[src/rtl/irq_router_pkg.sv]
// Package: register offsets and limits shared by the interrupt router.
// Assumes at most 16 CPUs so the mask and view windows do not overlap.
package irq_router_pkg;
    localparam int OFS_RAW       = 'h00;
    localparam int OFS_MASK_BASE = 'h10;
    localparam int OFS_VIEW_BASE = 'h20;
    localparam int OFS_IPI       = 'h30;
    localparam int OFS_TMR       = 'h31;
    localparam int MAX_CPU       = 16;
endpackage

[src/rtl/irq_src_latch.sv]
// Shared device request vector. Each bit is set by a numbered post and
// reset by a numbered clear; a post beats a clear on the same bit.
// Assumes synchronous active-low reset.
module irq_src_latch #(
    parameter int NUM_SRC = 64,
    localparam int IDX_W  = $clog2(NUM_SRC)
) (
    input  logic               clk,
    input  logic               rst_n,
    input  logic               post_vld,
    input  logic [IDX_W-1:0]   post_idx,
    input  logic               clr_vld,
    input  logic [IDX_W-1:0]   clr_idx,
    output logic [NUM_SRC-1:0] raw_o
);
    logic [NUM_SRC-1:0] raw_q;

    for (genvar s = 0; s < NUM_SRC; s++) begin : g_bit
        // One request bit: post has priority over clear.
        always_ff @(posedge clk) begin
            if (!rst_n)
                raw_q[s] <= 1'b0;
            else if (post_vld && post_idx == IDX_W'(s))
                raw_q[s] <= 1'b1;
            else if (clr_vld && clr_idx == IDX_W'(s))
                raw_q[s] <= 1'b0;
        end
    end

    assign raw_o = raw_q;

    a_r1_post_sets: assert property (@(posedge clk) disable iff (!rst_n)
        post_vld |=> raw_q[$past(post_idx)]);

    a_r2_clear_drops: assert property (@(posedge clk) disable iff (!rst_n)
        (clr_vld && !(post_vld && post_idx == clr_idx)) |=> !raw_q[$past(clr_idx)]);
endmodule

[src/rtl/irq_pend_vec.sv]
// Pending vector with one bit per CPU, set and cleared by bitvector.
// A set beats a clear on the same bit. Used for both IPI and timer state.
module irq_pend_vec #(
    parameter int WIDTH = 4
) (
    input  logic             clk,
    input  logic             rst_n,
    input  logic [WIDTH-1:0] set_i,
    input  logic [WIDTH-1:0] clr_i,
    output logic [WIDTH-1:0] pend_o
);
    logic [WIDTH-1:0] pend_q;

    // Clear the selected bits first, then apply the sets on top.
    always_ff @(posedge clk) begin
        if (!rst_n)
            pend_q <= '0;
        else
            pend_q <= (pend_q & ~clr_i) | set_i;
    end

    assign pend_o = pend_q;

    a_r6_r7_set_lands: assert property (@(posedge clk) disable iff (!rst_n)
        (|set_i) |=> ((pend_q & $past(set_i)) == $past(set_i)));

    a_r6_r7_clear_lands: assert property (@(posedge clk) disable iff (!rst_n)
        (|(clr_i & ~set_i)) |=> ((pend_q & $past(clr_i & ~set_i)) == '0));

    a_r6_r7_idle_holds: assert property (@(posedge clk) disable iff (!rst_n)
        (set_i == '0 && clr_i == '0) |=> $stable(pend_q));
endmodule

[src/rtl/irq_cpu_slice.sv]
// One CPU's share of the router: its mask register, its masked view of
// the shared request vector, and the OR-reduced device interrupt line.
module irq_cpu_slice #(
    parameter int NUM_SRC = 64
) (
    input  logic               clk,
    input  logic               rst_n,
    input  logic               mask_we,
    input  logic [NUM_SRC-1:0] mask_wdata,
    input  logic [NUM_SRC-1:0] raw_i,
    output logic [NUM_SRC-1:0] mask_o,
    output logic [NUM_SRC-1:0] view_o,
    output logic               dev_irq_o
);
    logic [NUM_SRC-1:0] mask_q;

    // Mask register, loaded by a register-port write.
    always_ff @(posedge clk) begin
        if (!rst_n)
            mask_q <= '0;
        else if (mask_we)
            mask_q <= mask_wdata;
    end

    // Masked view and its reduction to a single line.
    always_comb begin
        view_o    = raw_i & mask_q;
        dev_irq_o = |view_o;
    end

    assign mask_o = mask_q;

    a_r3_mask_loads: assert property (@(posedge clk) disable iff (!rst_n)
        mask_we |=> (mask_q == $past(mask_wdata)));

    a_r3_mask_holds: assert property (@(posedge clk) disable iff (!rst_n)
        !mask_we |=> $stable(mask_q));
endmodule

[src/rtl/irq_router.sv]
// Multi-CPU device interrupt router. Owns the register decode and the
// registered read mux; the request vector, per-CPU slices and pending
// vectors live in submodules. Assumes NUM_SRC <= DATA_W and
// NUM_CPU <= 16. Synchronous active-low reset.
module irq_router
    import irq_router_pkg::*;
#(
    parameter int NUM_CPU = 4,
    parameter int NUM_SRC = 64,
    parameter int ADDR_W  = 8,
    parameter int DATA_W  = 64,
    localparam int IDX_W  = $clog2(NUM_SRC)
) (
    input  logic              clk,
    input  logic              rst_n,
    input  logic              dev_post_vld,
    input  logic [IDX_W-1:0]  dev_post_idx,
    input  logic              dev_clr_vld,
    input  logic [IDX_W-1:0]  dev_clr_idx,
    input  logic [NUM_CPU-1:0] ipi_set,
    input  logic [NUM_CPU-1:0] ipi_clr,
    input  logic              tmr_tick,
    input  logic [NUM_CPU-1:0] tmr_clr,
    input  logic              reg_wr_en,
    input  logic              reg_rd_en,
    input  logic [ADDR_W-1:0] reg_addr,
    input  logic [DATA_W-1:0] reg_wdata,
    output logic [DATA_W-1:0] reg_rdata,
    output logic [NUM_CPU-1:0] irq_dev_o,
    output logic [NUM_CPU-1:0] irq_ipi_o,
    output logic [NUM_CPU-1:0] irq_tmr_o
);
    logic [NUM_SRC-1:0] raw_w;
    logic [NUM_SRC-1:0] mask_w [NUM_CPU];
    logic [NUM_SRC-1:0] view_w [NUM_CPU];
    logic [NUM_CPU-1:0] mask_we_w;
    logic [NUM_CPU-1:0] ipi_w;
    logic [NUM_CPU-1:0] tmr_w;
    logic [DATA_W-1:0]  rd_mux;

    irq_src_latch #(.NUM_SRC(NUM_SRC)) u_src (
        .clk      (clk),
        .rst_n    (rst_n),
        .post_vld (dev_post_vld),
        .post_idx (dev_post_idx),
        .clr_vld  (dev_clr_vld),
        .clr_idx  (dev_clr_idx),
        .raw_o    (raw_w)
    );

    for (genvar c = 0; c < NUM_CPU; c++) begin : g_cpu
        assign mask_we_w[c] = reg_wr_en && reg_addr == ADDR_W'(OFS_MASK_BASE + c);

        irq_cpu_slice #(.NUM_SRC(NUM_SRC)) u_slice (
            .clk        (clk),
            .rst_n      (rst_n),
            .mask_we    (mask_we_w[c]),
            .mask_wdata (reg_wdata[NUM_SRC-1:0]),
            .raw_i      (raw_w),
            .mask_o     (mask_w[c]),
            .view_o     (view_w[c]),
            .dev_irq_o  (irq_dev_o[c])
        );
    end

    irq_pend_vec #(.WIDTH(NUM_CPU)) u_ipi (
        .clk    (clk),
        .rst_n  (rst_n),
        .set_i  (ipi_set),
        .clr_i  (ipi_clr),
        .pend_o (ipi_w)
    );

    irq_pend_vec #(.WIDTH(NUM_CPU)) u_tmr (
        .clk    (clk),
        .rst_n  (rst_n),
        .set_i  ({NUM_CPU{tmr_tick}}),
        .clr_i  (tmr_clr),
        .pend_o (tmr_w)
    );

    assign irq_ipi_o = ipi_w;
    assign irq_tmr_o = tmr_w;

    // Read decode: select the addressed register, zero for unmapped offsets.
    always_comb begin
        rd_mux = '0;
        if (reg_addr == ADDR_W'(OFS_RAW))
            rd_mux = DATA_W'(raw_w);
        if (reg_addr == ADDR_W'(OFS_IPI))
            rd_mux = DATA_W'(ipi_w);
        if (reg_addr == ADDR_W'(OFS_TMR))
            rd_mux = DATA_W'(tmr_w);
        for (int c = 0; c < NUM_CPU; c++) begin
            if (reg_addr == ADDR_W'(OFS_MASK_BASE + c))
                rd_mux = DATA_W'(mask_w[c]);
            if (reg_addr == ADDR_W'(OFS_VIEW_BASE + c))
                rd_mux = DATA_W'(view_w[c]);
        end
    end

    // Read data register, captured only on a read strobe.
    always_ff @(posedge clk) begin
        if (!rst_n)
            reg_rdata <= '0;
        else if (reg_rd_en)
            reg_rdata <= rd_mux;
    end

    a_r9_rdata_holds: assert property (@(posedge clk) disable iff (!rst_n)
        !reg_rd_en |=> $stable(reg_rdata));

    a_r9_unmapped_zero: assert property (@(posedge clk) disable iff (!rst_n)
        (reg_rd_en && reg_addr == ADDR_W'('h3F)) |=> (reg_rdata == '0));
endmodule

[config.mk]
export PLATFORM = sky130hd
export DESIGN_NAME = irq_router
export DESIGN_NICKNAME = d
export VERILOG_FILES = /design/src/rtl/irq_router_pkg.sv /design/src/rtl/irq_src_latch.sv /design/src/rtl/irq_pend_vec.sv /design/src/rtl/irq_cpu_slice.sv /design/src/rtl/irq_router.sv
export SDC_FILE = /design/constraint.sdc
export NUM_CORES = 1
export LEC_CHECK = 0
export ABC_AREA = 1
export BUFFER_PORTS_ARGS = -buffer_cell sky130_fd_sc_hd__buf_2
export CORE_MARGIN = 5
export CORE_UTILIZATION = 35
export CTS_CLUSTER_SIZE = 16
export DETAILED_ROUTE_END_ITERATION = 7
export PLACE_DENSITY = 0.51
export SKIP_CTS_REPAIR_TIMING = 1
export SLEW_MARGIN = 20
export SYNTH_ARGS = -nofsm -noshare
export SYNTH_HDL_FRONTEND = slang
export SYNTH_SLANG_ARGS = --single-unit
export TNS_END_PERCENT = 20
[constraint.sdc]
create_clock -name clk -period 1.87 [get_ports clk]
set_clock_uncertainty 0.1 [all_clocks]
set_input_delay 0.187 -clock clk [delete_from_list [all_inputs] [get_ports clk]]
set_output_delay 0.187 -clock clk [all_outputs]
set_load 0.01 [all_outputs]
==> impl_metrics.py <==
metrics = {
    "run_status": {
        "status": "complete, but fails checks",
        "violations": "negative setup slack",
    },
    "setup_path": {
        "start_kind": "flip-flop",
        "worstRegToRegCells": 9,
        "cp_max_fo": 6,
        "critPathKind": "reg2out",
        "cp-end-kind": "output pin",
        "reg2reg_to": "reg_rdata[43]$_SDFFE_PN0P_",
        "worstPathArrival_ns": 2.39,
        "crit_required_ns": 1.58,
        "reg2reg_from": "u_src.raw_o[43]$_SDFFE_PN0P_",
        "reg2reg_slack_ns": 0.10,
    },
    "yosys": {
        "syn-num-nets": 3311,
        "synth_area_mm2": 0.0204,
        "synth_ff_type": "dfxtp_1",
        "synthArstFlopShare_pct": 0,
        "ys_ff_latch": 392,
        "synth_edf_count": 0,
        "syn_area_per_cell_um2": 6.36,
        "synth_top_area_share_pct": 38.4,
        "yosysTopAreaCell": "dfxtp_1",
        "ys_top_cells_by_area": "dfxtp_1 (38%), nand2_1 (16%), a21oi_1 (8.2%)",
        "syn_inst": 3208,
        "yosysSeqAreaShare_pct": 38.4,
        "yosys_warnings": 0,
        "yosysUniqueCellTypes": 29,
    },
    "cts": {
        "cts-htree-levels": 2,
        "cts_buffers": 48,
        "cts.sinks": 392,
        "cts-root-buf": "clkbuf_16",
        "insertion_delay_ns": 0.62,
        "cts_tree": "yes",
        "cts_buffer_depth": 3,
        "clk_pin_slew_ns": 0.06,
    },
    "timing": {
        "min_period_over_period_pct": 143,
        "setup_viol_count_final": 4,
        "fin_ws_ns": -0.808,
        "drv_slew": 0,
        "final_hold_viol_count": 0,
        "max_freq_mhz": 373,
        "tightest_slew_ns": 0.623,
        "rsz0062_at_grt": "true",
        "relSlewSlack_pct": 58.3,
        "period_needed_ns": 2.68,
    },
    "placed_design": {
        "portBuffers": 178,
        "placed_area_mm2": 0.0250,
        "dp.cells": 4341,
        "post-dp-hpwl_um": 80100,
        "gp_congestion": 1.04,
    },
    "pwr": {
        "p_per_area_mw_per_mm2": 706,
        "leakagePower_uw": 0.0114,
        "ir_worst_vdd_v": 0.000641,
    },
    "min_path": {
        "holdPathEnd": "u_src.raw_o[8]$_SDFFE_PN0P_",
        "holdPathStages": 5,
        "hold_class": "in2reg",
        "worstHoldStart": "dev_post_idx[4]",
    },
    "global_route": {
        "grt_pass1_wl_um": 155000,
        "grtUsageTotal_pct": 32.3,
        "grt_max_degree": 55,
        "use_met3_pct": 7.68,
        "antenna_found_initial": 1,
        "grt_pass1_vias": 22785,
        "overflow": 0,
        "grt_use_met1_pct": 44.5,
        "grtUsageMet2_pct": 48.7,
        "grt.busiest_layer": "met2",
    },
    "routing": {
        "post_drt_wl_per_cell_um": 24.0,
        "ant_nets": 0,
        "vias_per_cell": 5.55,
        "drc_errors": 0,
        "vias": 25030,
        "dr.first_iter.drc_count": 3210,
        "dr.pass1.iters": 8,
        "postRouteWirelength_um": 108000,
    },
    "final_layout": {
        "fin_cells": 4513,
        "layout_commonest_cell": "nand2_1",
        "area_growth_pct": 35.7,
        "design_area_mm2": 0.0277,
        "seqCellArea_mm2": 0.00790,
        "num-fill-cells": 5952,
        "mostFrequentLayoutCells": "nand2_1 (826), dfxtp_1 (363), buf_4 (353)",
        "nets": 3810,
        "layout-drive-gt1-share_pct": 20.3,
        "multi_input_area_mm2": 0.0109,
    },
    "die": {
        "die_x_um": 252,
        "ioPinCount": 179,
        "initial_core_util_pct": 35.4,
        "fp-row-count": 88,
        "core_mm2": 0.0577,
        "dieHeight_um": 252,
        "dieArea_mm2": 0.0633,
    },
    "job": {
        "drv_cap": 0,
    },
}
==> stage by stage <==
step           hold slack (ns)  setup WS (ns)  total power [uW]  util [%]  setup TNS, ns
2_1_floorplan            0.204          0.391              9160         -              0
3_3_place_gp             0.293         -0.473              9840      43.4         -17.22
3_5_place_dp             0.304         -0.415              9850      43.4         -20.71
4_1_cts                 -0.330          -1.06             19500      46.2          -3.78
5_1_grt                 0.0258         -0.789             20100      48.0          -2.96
6_report                0.0221         -0.808             19600      48.0          -2.97
==> area by class of cell <==
| class | instances | area share [%] |
|---|---|---|
| multi-input cells | 2343 | 39.2 |
| flip-flops and latches | 392 | 28.5 |
| diodes | 2 | 0.0181 |
| well taps | 765 | 3.46 |
| inverters | 260 | 3.56 |
| clock buffers | 68 | 4.97 |
| clock inverters | 21 | 0.791 |
| repair buffers | 662 | 19.5 |
==> sequential cells by signal, summed over array words and instances (netlist names) <==
register and cells:
g_cpu.u_slice.mask_o 256, reg_rdata 64, u_ipi.pend_o 4, u_src.raw_o 64, u_tmr.pend_o 4
==> critical path, stage by stage, from the launching register on <==
cell and delay, ns:
dfxtp_4 0.38, nand2_2 0.10, nand4_1 0.35, nor4_2 0.38, nand4_1 0.33, buf_2 0.26
==> cells in the mapped netlist, types with 3 or more instances <==
cell and instances:
o211a_1 20, clkbuf_1 117, nand3b_1 19, nand3_1 294, o22ai_1 7, nor4_1 16, a21oi_1 333, inv_2 8
buf_6 5, nand2_2 3, buf_2 70, nor2_4 5, o21ai_1 38, nand2_1 864, nor3_1 35, buf_4 11
nor2_1 324, o21ai_0 273, dfxtp_1 392, buf_1 10, nand4_1 95, o21bai_1 8, inv_1 250, o211ai_1 5
==> power breakdown <==
group | internal [uW] | switching, uW | total, uW
registers | 8410 | 59.8 | 8470
logic | 492 | 874 | 1370
clock network | 5680 | 4030 | 9720
==> routing by layer <==
layer | up-vias | part of all wire, %
li1 | 11584 | -
met1 | 11734 | 41
met2 | 1445 | 42
met3 | 267 | 11
met4 | 0 | 5.2
met5 | - | 0
==> worst max-delay path by stage <==
stage                                 start                         end  slack [ns]
2_1_floorplan                   reg_addr[2]  reg_rdata[15]$_SDFFE_PN0P_        0.39
3_3_place_gp   u_src.raw_o[36]$_SDFFE_PN0P_                irq_dev_o[3]       -0.47
3_5_place_dp   u_src.raw_o[36]$_SDFFE_PN0P_                irq_dev_o[3]       -0.41
4_1_cts        u_src.raw_o[36]$_SDFFE_PN0P_                irq_dev_o[3]       -1.06
5_1_grt         u_src.raw_o[5]$_SDFFE_PN0P_                irq_dev_o[1]       -0.79
6_report       u_src.raw_o[23]$_SDFFE_PN0P_                irq_dev_o[1]       -0.81
==> kinds of logic (layout without fill, tap and decap cells) <==
family | after synthesis | after routing | synth area share, %
AOI/OAI and AO/OA | 686 | 686 | 17.5
buffers and inverters | 473 | 1011 | 9.53
DFF | 392 | 392 | 38.4
other | 0 | 2 | 0
and+or+nand+nor | 1657 | 1657 | 34.5
No activity file was read; power rests on OpenSTA's default activity.
